--- config.mk ---
export PLATFORM = sky130hd
export DESIGN_NAME = inset_overlay_gen
export DESIGN_NICKNAME = d
export VERILOG_FILES = /design/src/rtl/inset_pkg.sv /design/src/rtl/inset_raster_cnt.sv /design/src/rtl/inset_window.sv /design/src/rtl/inset_sw_delay.sv /design/src/rtl/inset_overlay_gen.sv
export SDC_FILE = /design/constraint.sdc
export NUM_CORES = 1
export LEC_CHECK = 0
export CELL_PAD_IN_SITES_DETAIL_PLACEMENT = 1
export CELL_PAD_IN_SITES_GLOBAL_PLACEMENT = 2
export CORE_ASPECT_RATIO = 0.6
export CORE_UTILIZATION = 30
export CTS_CLUSTER_DIAMETER = 50
export DETAILED_ROUTE_END_ITERATION = 7
export MAX_ROUTING_LAYER = met4
export PLACE_DENSITY_LB_ADDON = 0.1
export SKIP_LAST_GASP = 1
export SYNTH_ARGS = -nofsm -noshare
export SYNTH_HDL_FRONTEND = slang
export SYNTH_HIERARCHICAL = 1
export SYNTH_SLANG_ARGS = --single-unit
--- constraint.sdc ---
create_clock -name clk -period 6.9 [get_ports clk]
set_clock_uncertainty 0.2 [all_clocks]
set_input_delay 1.38 -clock clk [delete_from_list [all_inputs] [get_ports clk]]
set_output_delay 1.38 -clock clk [all_outputs]
set_load 0.01 [all_outputs]
--- src/rtl/inset_pkg.sv ---
package inset_pkg;
  typedef enum logic [1:0] {
    SRC_NONE    = 2'd0,
    SRC_STORED  = 2'd1,
    SRC_BORDER  = 2'd2,
    SRC_BACKGND = 2'd3
  } src_e;
endpackage

--- src/rtl/inset_raster_cnt.sv ---
module inset_raster_cnt #(
  parameter int CNT_W = 10
) (
  input  logic             clk,
  input  logic             rst_n,
  input  logic             hsync_i,
  input  logic             vsync_i,
  output logic [CNT_W-1:0] hcnt,
  output logic [CNT_W-1:0] vcnt
);
  logic hs_q, vs_q;
  logic h_edge, v_edge;

  assign h_edge = hsync_i & ~hs_q;
  assign v_edge = vsync_i & ~vs_q;

  always_ff @(posedge clk) begin
    if (!rst_n) begin
      hs_q <= 1'b0;
      vs_q <= 1'b0;
      hcnt <= '1;
      vcnt <= '1;
    end else begin
      hs_q <= hsync_i;
      vs_q <= vsync_i;
      if (h_edge)          hcnt <= '0;
      else if (hcnt != '1) hcnt <= hcnt + CNT_W'(1);
      if (v_edge)                    vcnt <= '0;
      else if (h_edge && vcnt != '1) vcnt <= vcnt + CNT_W'(1);
    end
  end

  // a sync rising edge restarts its count
  p_line_restart_r11: assert property (@(posedge clk) disable iff (!rst_n)
    $rose(hsync_i) |=> hcnt == '0);
  p_frame_restart_r11: assert property (@(posedge clk) disable iff (!rst_n)
    $rose(vsync_i) |=> vcnt == '0);
endmodule

--- src/rtl/inset_window.sv ---
module inset_window
  import inset_pkg::*;
#(
  parameter int CNT_W       = 10,
  parameter int POS_W       = 8,
  parameter int PIX_BIG     = 229,
  parameter int PIX_SMALL   = 172,
  parameter int LINES_BIG   = 69,
  parameter int LINES_SMALL = 52,
  parameter int BORDER_PIX  = 4,
  parameter int Y_W         = 4,
  parameter int C_W         = 3,
  localparam int LINE_W     = $clog2(LINES_BIG),
  localparam int PIX_W      = $clog2(PIX_BIG)
) (
  input  logic              clk,
  input  logic              rst_n,
  input  logic [CNT_W-1:0]  hcnt,
  input  logic [CNT_W-1:0]  vcnt,
  input  logic              disp_en,
  input  logic              size_h_small,
  input  logic              size_v_small,
  input  logic [POS_W-1:0]  hpos,
  input  logic [POS_W-1:0]  vpos,
  input  logic              border_en,
  input  logic              border_indep,
  input  logic [Y_W-1:0]    border_y,
  input  logic [C_W-1:0]    border_u,
  input  logic [C_W-1:0]    border_v,
  input  logic              bg_en,
  input  logic              mute,
  input  logic [Y_W-1:0]    bg_y,
  input  logic [C_W-1:0]    bg_u,
  input  logic [C_W-1:0]    bg_v,
  output src_e              src_q,
  output logic              rd_valid,
  output logic [LINE_W-1:0] rd_line,
  output logic [PIX_W-1:0]  rd_pix,
  output logic [Y_W-1:0]    fill_y,
  output logic [C_W-1:0]    fill_u,
  output logic [C_W-1:0]    fill_v
);
  localparam int XW = CNT_W + 1;

  logic [XW-1:0] wid, hgt, x_ext, y_ext, hp_ext, vp_ext, rel_x, rel_y;
  logic          in_h, in_v, on_edge;
  src_e          nxt_src;

  always_comb begin
    wid     = size_h_small ? XW'(PIX_SMALL) : XW'(PIX_BIG);
    hgt     = size_v_small ? XW'(LINES_SMALL) : XW'(LINES_BIG);
    x_ext   = {1'b0, hcnt};
    y_ext   = {1'b0, vcnt};
    hp_ext  = XW'(hpos);
    vp_ext  = XW'(vpos);
    in_h    = (x_ext >= hp_ext) && (x_ext < hp_ext + wid);
    in_v    = (y_ext >= vp_ext) && (y_ext < vp_ext + hgt);
    rel_x   = x_ext - hp_ext;
    rel_y   = y_ext - vp_ext;
    on_edge = (rel_y == '0) || (rel_y == hgt - XW'(1)) ||
              (rel_x < XW'(BORDER_PIX)) || (rel_x >= wid - XW'(BORDER_PIX));
    nxt_src = SRC_NONE;
    if (disp_en && in_h && in_v) begin
      if (bg_en)                       nxt_src = SRC_BACKGND;
      else if (border_en && on_edge)   nxt_src = SRC_BORDER;
      else if (mute)                   nxt_src = SRC_BACKGND;
      else                             nxt_src = SRC_STORED;
    end
  end

  always_ff @(posedge clk) begin
    if (!rst_n) begin
      src_q    <= SRC_NONE;
      rd_valid <= 1'b0;
      rd_line  <= '0;
      rd_pix   <= '0;
      fill_y   <= '0;
      fill_u   <= '0;
      fill_v   <= '0;
    end else begin
      src_q    <= nxt_src;
      rd_valid <= (nxt_src == SRC_STORED);
      rd_line  <= (nxt_src == SRC_STORED) ? rel_y[LINE_W-1:0] : '0;
      rd_pix   <= (nxt_src == SRC_STORED) ? rel_x[PIX_W-1:0] : '0;
      case (nxt_src)
        SRC_BORDER: begin
          fill_y <= border_indep ? border_y : '1;
          fill_u <= border_indep ? border_u : '0;
          fill_v <= border_indep ? border_v : '0;
        end
        SRC_BACKGND: begin
          fill_y <= bg_y;
          fill_u <= bg_u;
          fill_v <= bg_v;
        end
        default: begin
          fill_y <= '0;
          fill_u <= '0;
          fill_v <= '0;
        end
      endcase
    end
  end

  // read addresses stay inside the largest inset
  p_addr_range_r4: assert property (@(posedge clk) disable iff (!rst_n)
    rd_valid |-> (int'(rd_pix) < PIX_BIG) && (int'(rd_line) < LINES_BIG));
  // no fill level without a fill source
  p_fill_idle_r6: assert property (@(posedge clk) disable iff (!rst_n)
    (src_q == SRC_NONE || src_q == SRC_STORED) |->
      (fill_y == '0 && fill_u == '0 && fill_v == '0));
  // background mode never yields stored or border pixels
  p_bg_override_r7: assert property (@(posedge clk) disable iff (!rst_n)
    bg_en |=> (src_q != SRC_STORED && src_q != SRC_BORDER));
  // display off leaves the main picture untouched
  p_off_quiet_r9: assert property (@(posedge clk) disable iff (!rst_n)
    !disp_en |=> src_q == SRC_NONE);
endmodule

--- src/rtl/inset_sw_delay.sv ---
module inset_sw_delay #(
  parameter int MAX_DLY = 3,
  localparam int DLY_W  = $clog2(MAX_DLY + 1)
) (
  input  logic             clk,
  input  logic             rst_n,
  input  logic             sw_in,
  input  logic [DLY_W-1:0] dly,
  output logic             sw_out
);
  logic [MAX_DLY-1:0] taps;
  logic [DLY_W-1:0]   idx;

  always_ff @(posedge clk) begin
    if (!rst_n) taps <= '0;
    else        taps <= {taps[MAX_DLY-2:0], sw_in};
  end

  always_comb begin
    idx = dly - DLY_W'(1);
    if (dly == '0)                     sw_out = sw_in;
    else if (int'(dly) > MAX_DLY)      sw_out = taps[MAX_DLY-1];
    else                               sw_out = taps[idx];
  end

  // a steady delay of two reproduces the switch two clocks late
  p_sw_delay_r10: assert property (@(posedge clk) disable iff (!rst_n)
    (dly == DLY_W'(2) && $past(dly) == DLY_W'(2) && $past(dly, 2) == DLY_W'(2))
      |-> sw_out == $past(sw_in, 2));
endmodule

--- src/rtl/inset_overlay_gen.sv ---
module inset_overlay_gen
  import inset_pkg::*;
#(
  parameter int CNT_W       = 10,
  parameter int POS_W       = 8,
  parameter int PIX_BIG     = 229,
  parameter int PIX_SMALL   = 172,
  parameter int LINES_BIG   = 69,
  parameter int LINES_SMALL = 52,
  parameter int BORDER_PIX  = 4,
  parameter int Y_W         = 4,
  parameter int C_W         = 3,
  parameter int MAX_DLY     = 3,
  localparam int LINE_W     = $clog2(LINES_BIG),
  localparam int PIX_W      = $clog2(PIX_BIG),
  localparam int DLY_W      = $clog2(MAX_DLY + 1)
) (
  input  logic              clk,
  input  logic              rst_n,
  input  logic              hsync_i,
  input  logic              vsync_i,
  input  logic              disp_en,
  input  logic              size_h_small,
  input  logic              size_v_small,
  input  logic [POS_W-1:0]  hpos,
  input  logic [POS_W-1:0]  vpos,
  input  logic              border_en,
  input  logic              border_indep,
  input  logic [Y_W-1:0]    border_y,
  input  logic [C_W-1:0]    border_u,
  input  logic [C_W-1:0]    border_v,
  input  logic              bg_en,
  input  logic              mute,
  input  logic [Y_W-1:0]    bg_y,
  input  logic [C_W-1:0]    bg_u,
  input  logic [C_W-1:0]    bg_v,
  input  logic [DLY_W-1:0]  sw_dly,
  output logic              fast_sw,
  output logic [1:0]        src_sel,
  output logic              rd_valid,
  output logic [LINE_W-1:0] rd_line,
  output logic [PIX_W-1:0]  rd_pix,
  output logic [Y_W-1:0]    fill_y,
  output logic [C_W-1:0]    fill_u,
  output logic [C_W-1:0]    fill_v
);
  logic [CNT_W-1:0] hcnt, vcnt;
  src_e             src_q;
  logic             sw_now;

  inset_raster_cnt #(.CNT_W(CNT_W)) u_cnt (
    .clk(clk), .rst_n(rst_n), .hsync_i(hsync_i), .vsync_i(vsync_i),
    .hcnt(hcnt), .vcnt(vcnt)
  );

  inset_window #(
    .CNT_W(CNT_W), .POS_W(POS_W), .PIX_BIG(PIX_BIG), .PIX_SMALL(PIX_SMALL),
    .LINES_BIG(LINES_BIG), .LINES_SMALL(LINES_SMALL), .BORDER_PIX(BORDER_PIX),
    .Y_W(Y_W), .C_W(C_W)
  ) u_win (
    .clk(clk), .rst_n(rst_n), .hcnt(hcnt), .vcnt(vcnt),
    .disp_en(disp_en), .size_h_small(size_h_small), .size_v_small(size_v_small),
    .hpos(hpos), .vpos(vpos), .border_en(border_en), .border_indep(border_indep),
    .border_y(border_y), .border_u(border_u), .border_v(border_v),
    .bg_en(bg_en), .mute(mute), .bg_y(bg_y), .bg_u(bg_u), .bg_v(bg_v),
    .src_q(src_q), .rd_valid(rd_valid), .rd_line(rd_line), .rd_pix(rd_pix),
    .fill_y(fill_y), .fill_u(fill_u), .fill_v(fill_v)
  );

  assign sw_now  = (src_q != SRC_NONE);
  assign src_sel = src_q;

  inset_sw_delay #(.MAX_DLY(MAX_DLY)) u_dly (
    .clk(clk), .rst_n(rst_n), .sw_in(sw_now), .dly(sw_dly), .sw_out(fast_sw)
  );

  // nothing is selected or switched straight after reset
  p_reset_idle_r1: assert property (@(posedge clk)
    $past(!rst_n) |-> (src_sel == 2'd0 && !rd_valid && !fast_sw));
endmodule

==> summary.md, run 1 <==
| Metric | Value |
|---|---|
| Final setup viols | 0 |
| Worst r2r src | u_cnt/hcnt[0] |
| LEAKAGE | 2.14 nW |
| Synthesized instance count | 474 |
| Cts hold-fix bufs | 0 |
| Worst-margin pin slew | 0.887 ns |
| Slew headroom | 0.407 |
| Final ANT Viol Nets | 0 |
| Final WL | 12.8 mm |
| DP Wirelength | 10.4 mm |
| Mean Syn Cell Area | 8.70 um2 |
| Die area | 0.0142 mm2 |
| Number of CTS-inserted buffers | 5 |
| Initial DRT Pass Iterations | 4 |
| CTS Buffer Depth | 2 |
| Asr flop ratio synth | 0 |
| Largest area contributor in the netlist | dfxtp_1 |
| Type of origin of the critical path | input pin |
| Reg2reg setup slack | 2.71 ns |
| Clock Latency Late Sink | 0.30 ns |
| Sequential area share after synthesis | 0.257 |
| Fmax | 187 MHz |
| Post-CTS Setup Inserts | 0 |
| Clk root buf | clkbuf_16 |
| Setup WS pre-CTS | 1.25 ns |
| Critical Path Sink Type | flip-flop |
| Crit-path max cell delay | 0.73 ns |
| Worst Hold End | u_dly/taps[1] |
| Number of synthesized flops with an enable pin | 0 |
| Synth cell types | 77 |
| Area grow syn2layout | 25.5% |
| Final Hold Viols | 0 |
| Largest delay contributor family on the critical path | compound AO/OA/AOI/OAI gates |
| Initial antenna violation count | 0 |
| Pwr/cell area | 194 mW/mm2 |
| Most instantiated cells after synthesis | 53 x dfxtp_1, 47 x ha_1, 37 x inv_1 |
| IO Pins | 78 |
| Routed vias | 3,794 |
| Hold path start | u_dly/taps[0] |
| Synth top area share | 0.257 |
| Initial core utilization | 0.314 |
| Grt total ovfl | 0 |
| Largest net degree at the start of global routing | 28 |
| Post-layout util | 0.394 |
| FF+latch count, synth | 53 |
| Post-route minimum period | 5.34 ns |
| Die H | 92.8 um |
| Core Rows | 32 |
| Peak VDD IR | 0.0924 mV |
| Max FO, Critical Path | 12 |
| Die outline width | 153 um |
| Drt first-iter violations | 166 |
| Post-synth net total | 572 |
| Tightest Hold Check Type | flip-flop to flip-flop |
| Routability Congestion | 0.858 |
| Sink Count | 53 |
| Tot GR Track Use | 0.195 |
| Ys flop type | dfxtp_1 |
| Clock-pin slew on the worst setup and hold paths | 0.07 ns |
| Kind of critical path | input pin to flip-flop |
| WL/cell | 17.9 um |
| CP bufs+invs | 4 |
| Unrepaired setup endpoints after global routing | false |
| DRC Markers | 0 |
| # fillers | 1,537 |
| Global-route wire length before repair | 21.2 mm |
| CTS tree | yes |
| Number of global-route vias before repair | 3,802 |
| RR Endpoint | u_win/rd_pix[0] |
| Reg2Reg Depth | 15 |
| Worst EP required | 6.84 ns |
| Hold depth | 1 |
| Max cap viols | 0 |
| CP max-delay cell | a21boi_1 |
| Crit. Startpoint | hpos[0] |
| Slew Viols, Final | 0 |
| Crit share post-route | 0.774 |
| Layout cell share with drive strength beyond 1 | 0.0514 |
| Synth Warn # | 6 |
| Post-synthesis cell area | 0.00412 mm2 |
| Setup ws final | 1.56 ns |
| Port Buffer Count | 77 |
| Count leader, synth | dfxtp_1 |
| Vias per cell | 5.31 |
| Core Region | 0.0131 mm2 |
| Nets | 642 |
| Outcome | completed |
| Top cells by area, synth | dfxtp_1 26%, ha_1 14%, mux2i_1 3.9%, inv_1 3.4%, xor2_1 3.2% |
| H-tree depth | 2 |
| Cts repair resizes | 0 |
| Worst Path Arrival | 5.29 ns |
| Inserted Diodes | 0 |
| Crit path top cell by count | inv_1 |
| Hold WS | 0.277 ns |
| Fin Setup TNS | 0 ns |
| Critical-path cell list | clkdlybuf4s50_1 > ha_1 > inv_1 > fa_1 > a21o_1 > a221oi_1 > xor2_1 > inv_1 > ha_1 > inv_1 > a2111oi_0 > o21bai_1 > o211a_1 > a21boi_1 > nor4_1 |
==> routing by layer <==
metal / part of all wire / vias up / global-route usage / wire [um]
met2: 0.37 / 84 / 0.262 / 4700
met1: 0.58 / 1817 / 0.299 / 7370
met4: 0.0048 / 0 / 0.0269 / 61
met5: 0 / - / - / 0
met3: 0.052 / 7 / 0.0356 / 671
li1: - / 1886 / - / -
==> state kept, by name (all words and copies together) (netlist names) <==
register,count
u_win/fill_u,3
u_win/rd_pix,8
u_win/src_q,2
u_win/fill_y,4
u_cnt/hcnt,10
u_win/rd_valid,1
u_cnt/vs_q,1
u_cnt/vcnt,10
u_cnt/hs_q,1
u_win/rd_line,7
u_dly/taps,3
u_win/fill_v,3
==> logic make-up (layout without fill, tap and decap cells) <==
group	Yosys count	in the layout	synth area share
multiplexers	16	16	0.0389
flip-flops	53	53	0.257
XOR/XNOR	29	29	0.0616
AO/OA/AOI/OAI	122	122	0.211
buffers and inverters	54	125	0.0607
adder cells (fa/ha/maj)	49	49	0.152
AND/OR/NAND/NOR	151	151	0.218
==> area by class of cell <==
cell class	count	area [um2]	share of cell area
clock inverters	3	25.0	0.00484
clock buffers	5	125	0.0242
multi-input cells	367	2820	0.545
inverters	37	139	0.0269
repair buffers	80	793	0.153
well taps	170	213	0.0411
flip-flops and latches	53	1060	0.205
==> cell usage in the layout (no fill, tap or decap), types with 5 or more instances in the layout <==
cell	n
and4_1	6
xor2_1	15
a21oi_1	19
nor3_1	9
a211oi_1	6
nand2_1	18
a2111oi_0	5
and2_1	13
nand2b_1	9
a31oi_1	6
nor2_1	21
inv_1	37
mux2i_1	16
nand4_1	6
a21o_1	11
o31ai_1	5
clkbuf_16	5
nor4_1	12
nand3_1	24
clkdlybuf4s50_1	77
xnor2_1	14
o21ai_0	25
o21a_1	6
dfxtp_1	53
nor3b_1	5
ha_1	47
==> report_power, final <==
part	total, mW	internal [mW]	switching (mW)	leakage [nW]
clock network	0.261	0.137	0.125	0.0704
logic	0.387	0.171	0.216	1.64
registers	0.353	0.320	0.0325	0.434
==> per-stage QoR <==
| stage | cells | instance area, um2 | power [mW] |
|---|---|---|---|
| 2_1_floorplan | 474 | 4120 | 0.622 |
| 3_3_place_gp | 707 | 5020 | 0.736 |
| 3_5_place_dp | 707 | 5020 | 0.744 |
| 4_1_cts | 715 | 5170 | 1.01 |
| 5_1_grt | 715 | 5170 | 1.08 |
| 6_report | 715 | 5170 | 1.00 |
==> worst max path at each step <==
stage	to	slack, ns	depth (start not counted)
finish	u_win/rd_pix[0]	1.56	15
global route	u_win/rd_pix[0]	1.04	15
CTS	u_win/rd_pix[3]	1.52	15
detailed placement	u_win/rd_pix[3]	1.25	15
global placement	u_win/rd_pix[3]	1.43	15
floorplan	u_win/rd_pix[4]	2.37	16
Power figures use the tool's default switching activity.
==> run 2: changes to the inputs <==
clock period = 5.3 ns   (was 6.9 ns; I/O delays follow)
==> run 2 against run 1 <==
- first-iteration DRC count up 12%
- worst hold slack worse by 0.0037 ns
- combinational power up 32%
- setup slack worse by 1.1 ns
- power up 31%
- critical path type unchanged
- cell area up 0.46%
- wire length up 1.1%
- via count up 0.47%
- final cell count up 0.42%
- register-to-register slack worse by 1.3 ns
- highest routed layer unchanged
==> summary.md, run 2 (same netlist as run 1, synthesis figures left out) <==
| Metric | Value |
|---|---|
| Outcome | completed |
| Switch Pwr | 0.485 mW (+30%) |
| Most frequent cells in the layout | 77 x clkdlybuf4s50_1, 53 x dfxtp_1, 47 x ha_1, 37 x inv_1, 25 x o21ai_0 |
| RR Endpoint | u_win/src_q[0] |
| Routed vias | 3,812 (+0.47%) |
| Unrepaired setup endpoints after global routing | false |
| Commonest non-fill, non-tap cell in the layout | clkdlybuf4s50_1 |
| Final ANT Viol Nets | 0 (unchanged) |
| Reg2reg setup slack | 1.39 ns (-1.32 ns) |
| Hold depth | 1 (unchanged) |
| Worst Path Arrival | 4.87 ns (-0.42 ns) |
| Power consumption | 1.31 mW (+31%) |
| Final Hold Viols | 0 (unchanged) |
| Area grow syn2layout | 26.1% |
| Top Registers | u_cnt/hcnt: 10 flops, u_cnt/vcnt: 10 flops, u_win/rd_pix: 8 flops |
| Type of origin of the critical path | input pin |
| DRC Markers | 0 (unchanged) |
| Clock Latency Late Sink | 0.30 ns (about the same) |
| Largest net degree at the start of global routing | 28 (unchanged) |
| Die area | 0.0142 mm2 (unchanged) |
| Top layer in use | met4 |
| CTS tree | yes |
| Crit. Startpoint | size_h_small |
| Tot GR Track Use | 0.195 (-0.000630) |
| Pwr/cell area | 252 mW/mm2 (+30%) |
| Initial core utilization | 0.314 (unchanged) |
| Core Region | 0.0131 mm2 (unchanged) |
| Reg2Reg Depth | 15 (unchanged) |
| Kind of critical path | input pin to flip-flop |
| Peak VDD IR | 0.145 mV (+57%) |
| WL/cell | 18.0 um (+0.71%) |
| IO Pins | 78 (unchanged) |
| Crit share post-route | 0.919 |
| Post-layout util | 0.396 (+0.00181) |
| Initial DRT Pass Iterations | 4 (unchanged) |
| Tightest Hold Check Type | flip-flop to flip-flop |
| CTS Buffer Depth | 2 (unchanged) |
| Port Buffer Count | 77 (unchanged) |
| H-tree depth | 2 (unchanged) |
| Initial antenna violation count | 1 (+1) |
| Met1 WL | 7.40 mm (+0.41%) |
| Setup WS pre-CTS | 0.119 ns (-1.13 ns) |
| Clock-pin slew on the worst setup and hold paths | 0.07 ns (about the same) |
| Max cap viols | 0 (unchanged) |
| Max FO, Critical Path | 15 (+3) |
| Post-CTS Setup Inserts | 0 (unchanged) |
| Clk root buf | clkbuf_16 |
| Number of global-route vias before repair | 3,857 (+1.4%) |
| Vias per cell | 5.31 (about the same) |
| Clock share of power | 0.260 (about the same) |
| Critical Path Sink Type | flip-flop |
| Nets | 645 (+0.47%) |
| Routed wl met3 | 592 um (-12%) |
| Drt first-iter violations | 186 (+12%) |
| Routability Congestion | 0.873 (+1.7%) |
| Combinational power share | 0.389 (+0.003) |
| LEAKAGE | 2.16 nW (+0.56%) |
| Setup ws final | 0.431 ns (-1.13 ns) |
| Final WL | 12.9 mm (+1.1%) |
| Inserted Diodes | 0 (unchanged) |
| Grt total ovfl | 0 (unchanged) |
| Final setup viols | 0 (unchanged) |
| Worst-margin pin slew | 0.644 ns (-0.243 ns) |
| Sw frac | 0.370 (-0.00231) |
| Cts repair resizes | 0 (unchanged) |
| Die H | 92.8 um (unchanged) |
| Worst r2r src | u_cnt/hcnt[0] |
| Crit path capture | u_win/rd_pix[0] |
| Number of CTS-inserted buffers | 5 (unchanged) |
| Internal power | 0.825 mW (+31%) |
| Post-route minimum period | 4.87 ns |
| DP Wirelength | 10.5 mm (+1.4%) |
| Met2 WL | 4.88 mm (+3.8%) |
| Worst EP required | 5.30 ns (-1.54 ns) |
| Cts hold-fix bufs | 0 (unchanged) |
| Core Rows | 32 (unchanged) |
| Sink Count | 53 (unchanged) |
| Slew headroom | 0.570 (+0.163) |
| Fmax | 205 MHz |
| Global-route wire length before repair | 21.0 mm (-0.88%) |
| Layout cell share with drive strength beyond 1 | 0.0566 (+0.00519) |
| Slew Viols, Final | 0 (unchanged) |
| Fin Setup TNS | 0 ns (unchanged) |
| Die outline width | 153 um (unchanged) |
| Sequential Power Share | 0.351 (-0.002) |
[run 2: per-layer routing]
metal	global-route usage	vias up
met5	-	-
met4	0.0320	0
met3	0.0360	7
met2	0.262	74
met1	0.295	1838
li1	-	1893
[run 2: stage by stage]
stage | instance area (um2) | hold slack, ns | std cells
finish | 5200 | 0.273 | 718
global route | 5200 | 0.301 | 718
CTS | 5200 | 0.278 | 718
detailed placement | 5040 | 0.260 | 710
global placement | 5040 | 0.247 | 710
floorplan | 4120 | 0.235 | 474
[run 2: worst max-delay path, cell delays in order]
cell	delay, ns
clkdlybuf4s50_1	0.54
inv_1	0.13
ha_1	0.23
ha_1	0.22
o21a_1	0.17
nor2_1	0.16
nor2_1	0.08
o21a_1	0.18
or2_2	0.30
ha_1	0.19
a2111oi_0	0.26
o21ai_0	0.17
o211ai_1	0.12
o2111ai_1	0.18
a311o_1	0.52
nor4_1	0.35
[run 2: cell type report]
type | count | area, um2
timing repair buffer | 83 | 816
fill | 1533 | 7940
inverter | 37 | 139
multi-input combinational | 367 | 2820
tap | 170 | 213
clock buffer | 5 | 125
clock inverter | 3 | 26.3
sequential | 53 | 1060
[run 2: power groups by stage]
| stage | Combinational (mW) | Clock [mW] | Sequential, mW |
|---|---|---|---|
| detailed placement | 0.507 | 0 | 0.470 |
| CTS | 0.510 | 0.354 | 0.460 |
| floorplan | 0.358 | 0 | 0.451 |
| finish | 0.510 | 0.341 | 0.459 |
| global placement | 0.498 | 0 | 0.468 |
| global route | 0.573 | 0.372 | 0.465 |
[run 2: how the worst min path moves through the flow]
stage / from / end / slack, ns
floorplan: u_dly/taps[0] / u_dly/taps[1] / 0.23
global placement: u_dly/taps[0] / u_dly/taps[1] / 0.25
detailed placement: u_dly/taps[0] / u_dly/taps[1] / 0.26
CTS: u_dly/taps[0] / u_dly/taps[1] / 0.28
global route: u_dly/taps[0] / u_dly/taps[1] / 0.30
finish: u_dly/taps[0] / u_dly/taps[1] / 0.27
==> run 3: changes to the inputs <==
PLACE_DENSITY = 0.74   (was default)
PLACE_DENSITY_LB_ADDON = default   (was 0.1)
==> run 3 against run 2 <==
- cell area fell by 0.36%
- worst hold slack got worse by 0.00081 ns
- first-iteration DRC count fell by 41%
- highest routed layer unchanged
- clock-buffer cell count did not move
- register-to-register slack got worse by 0.12 ns
==> summary.md, run 3 (same netlist as run 1, synthesis figures left out) <==
| Metric | Value |
|---|---|
| Outcome | completed |
| Worst Path Arrival | 5.00 ns (+0.13 ns) |
| CTS tree | yes |
| Routability Congestion | 0.856 (-2.0%) |
| Port Buffer Count | 77 (unchanged) |
| Vias per cell | 5.30 (-0.14%) |
| Post-layout util | 0.394 (-0.00143) |
| Slew headroom | 0.150 (-0.420) |
| Number of global-route vias before repair | 3,921 (+1.7%) |
| Clock Latency Late Sink | 0.29 ns (about the same) |
| Die H | 92.8 um (unchanged) |
| Die outline width | 153 um (unchanged) |
| Max FO, Critical Path | 15 (unchanged) |
| Drt first-iter violations | 110 (-41%) |
| Tightest Hold Check Type | flip-flop to flip-flop |
| Unrepaired setup endpoints after global routing | false |
| Critical Path Sink Type | flip-flop |
| Sink Count | 53 (unchanged) |
| Tot GR Track Use | 0.192 (-0.00309) |
| Max cap viols | 0 (unchanged) |
| Inserted Diodes | 0 (unchanged) |
| Peak VDD IR | 0.128 mV (-12%) |
| Worst-margin pin slew | 1.27 ns (+0.630 ns) |
| Final ANT Viol Nets | 0 (unchanged) |
| Most frequent cells in the layout | 77 x clkdlybuf4s50_1, 53 x dfxtp_1, 47 x ha_1, 37 x inv_1, 25 x o21ai_0 |
| Core Rows | 32 (unchanged) |
| Critical-path cell list | clkdlybuf4s50_1 > inv_1 > ha_1 > ha_1 > o21a_1 > nor2_1 > nor2_1 > o21a_1 > or2_2 > ha_1 > a2111oi_0 > o21ai_0 > o211ai_1 > o2111ai_1 > a311o_1 > nor4_1 |
| H-tree depth | 2 (unchanged) |
| Grt total ovfl | 0 (unchanged) |
| Nets | 643 (-0.31%) |
| Crit share post-route | 0.949 (+0.0307) |
| Kind of critical path | input pin to flip-flop |
| Pwr/cell area | 249 mW/mm2 (-1.2%) |
| Hold WS | 0.272 ns (-0.000805 ns) |
| Area grow syn2layout | 25.6% |
| Cts hold-fix bufs | 0 (unchanged) |
| Final WL | 12.8 mm (-0.87%) |
| Setup WS pre-CTS | 0.0176 ns (-0.101 ns) |
| Top Registers | u_cnt/hcnt: 10 flops, u_cnt/vcnt: 10 flops, u_win/rd_pix: 8 flops |
| Largest net degree at the start of global routing | 28 (unchanged) |
| Initial antenna violation count | 1 (unchanged) |
| DP Wirelength | 10.4 mm (-1.5%) |
| Fin Setup TNS | 0 ns (unchanged) |
| Placed cell count | 708 (-0.28%) |
| Post-CTS Setup Inserts | 0 (unchanged) |
| Crit-path max cell delay | 0.54 ns (about the same) |
| Initial DRT Pass Iterations | 4 (unchanged) |
| DRC Markers | 0 (unchanged) |
| CP max-delay cell | a311o_1 |
| Core Region | 0.0131 mm2 (unchanged) |
| Fmax | 199 MHz (-3.2%) |
| Number of CTS-inserted buffers | 5 (unchanged) |
| Slew Viols, Final | 0 (unchanged) |
| Initial core utilization | 0.314 (unchanged) |
| IO Pins | 78 (unchanged) |
| Worst EP required | 5.27 ns (-0.03 ns) |
| Setup ws final | 0.268 ns (-0.163 ns) |
| Global-route wire length before repair | 20.9 mm (-0.66%) |
| Commonest non-fill, non-tap cell in the layout | clkdlybuf4s50_1 |
| Clock-pin slew on the worst setup and hold paths | 0.07 ns (about the same) |
| Largest delay contributor family on the critical path | compound AO/OA/AOI/OAI gates |
| Type of origin of the critical path | input pin |
| LEAKAGE | 2.15 nW (-0.16%) |
| Clk root buf | clkbuf_16 |
| Die area | 0.0142 mm2 (unchanged) |
| Cts repair resizes | 0 (unchanged) |
| Final Hold Viols | 0 (unchanged) |
| CP bufs+invs | 2 (unchanged) |
| Layout Cells excl Fill | 716 (-0.28%) |
| CTS Buffer Depth | 2 (unchanged) |
| Final setup viols | 0 (unchanged) |
| WL/cell | 17.9 um (-0.59%) |
| Layout cell share with drive strength beyond 1 | 0.0531 (-0.00346) |
| Crit path top cell by count | ha_1 |
| Post-route minimum period | 5.03 ns (+0.163 ns) |
| Routed vias | 3,796 (-0.42%) |
==> run 3: changes by cell type in the layout (fill, tap and decap cells not counted) <==
cell / change
buf_4: -2
clkinv_2: +1
clkinv_4: +2
clkinvlp_4: -2
inv_8: -1
==> run 3: per-layer routing <==
| layer | up-vias | track usage | part of all wire |
|---|---|---|---|
| met5 | - | - | 0 |
| met4 | 0 | 0.0295 | 0.0062 |
| met3 | 7 | 0.0351 | 0.044 |
| met2 | 72 | 0.271 | 0.39 |
| met1 | 1829 | 0.282 | 0.56 |
| li1 | 1888 | - | - |
==> run 3: layout make-up <==
| class | instances | area, um2 |
|---|---|---|
| Clock buffer | 5 | 125 |
| Clock inverter | 3 | 22.5 |
| Fill cell | 1543 | 7960 |
| Inverter | 37 | 139 |
| Multi-Input combinational cell | 367 | 2820 |
| Sequential cell | 53 | 1060 |
| Tap cell | 170 | 213 |
| Timing Repair Buffer | 81 | 801 |
==> run 3: path summary, 6_finish.rpt <==
path,start,end,slack (ns),depth (start not counted)
max,size_h_small,u_win/rd_pix[3],0.27,16
max reg2reg,u_cnt/hcnt[0],u_win/fill_y[2],1.27,15
min reg2reg,u_dly/taps[0],u_dly/taps[1],0.27,1
min,u_dly/taps[0],u_dly/taps[1],0.27,1
==> run 3: stage by stage <==
step                      power, mW  cell area [um2]
final                          1.29             5180
after global routing           1.38             5180
after CTS                      1.31             5180
after detailed placement      0.968             5030
after global placement        0.951             5030
after floorplan               0.809             4120
==> run 3: power by group <==
group          internal, mW  leakage (nW)  total, mW  switching, mW
sequential            0.417         0.434      0.460         0.0431
combinational         0.224          1.64      0.501          0.277
clock                 0.176        0.0738      0.329          0.153
total                 0.817          2.15       1.29          0.473
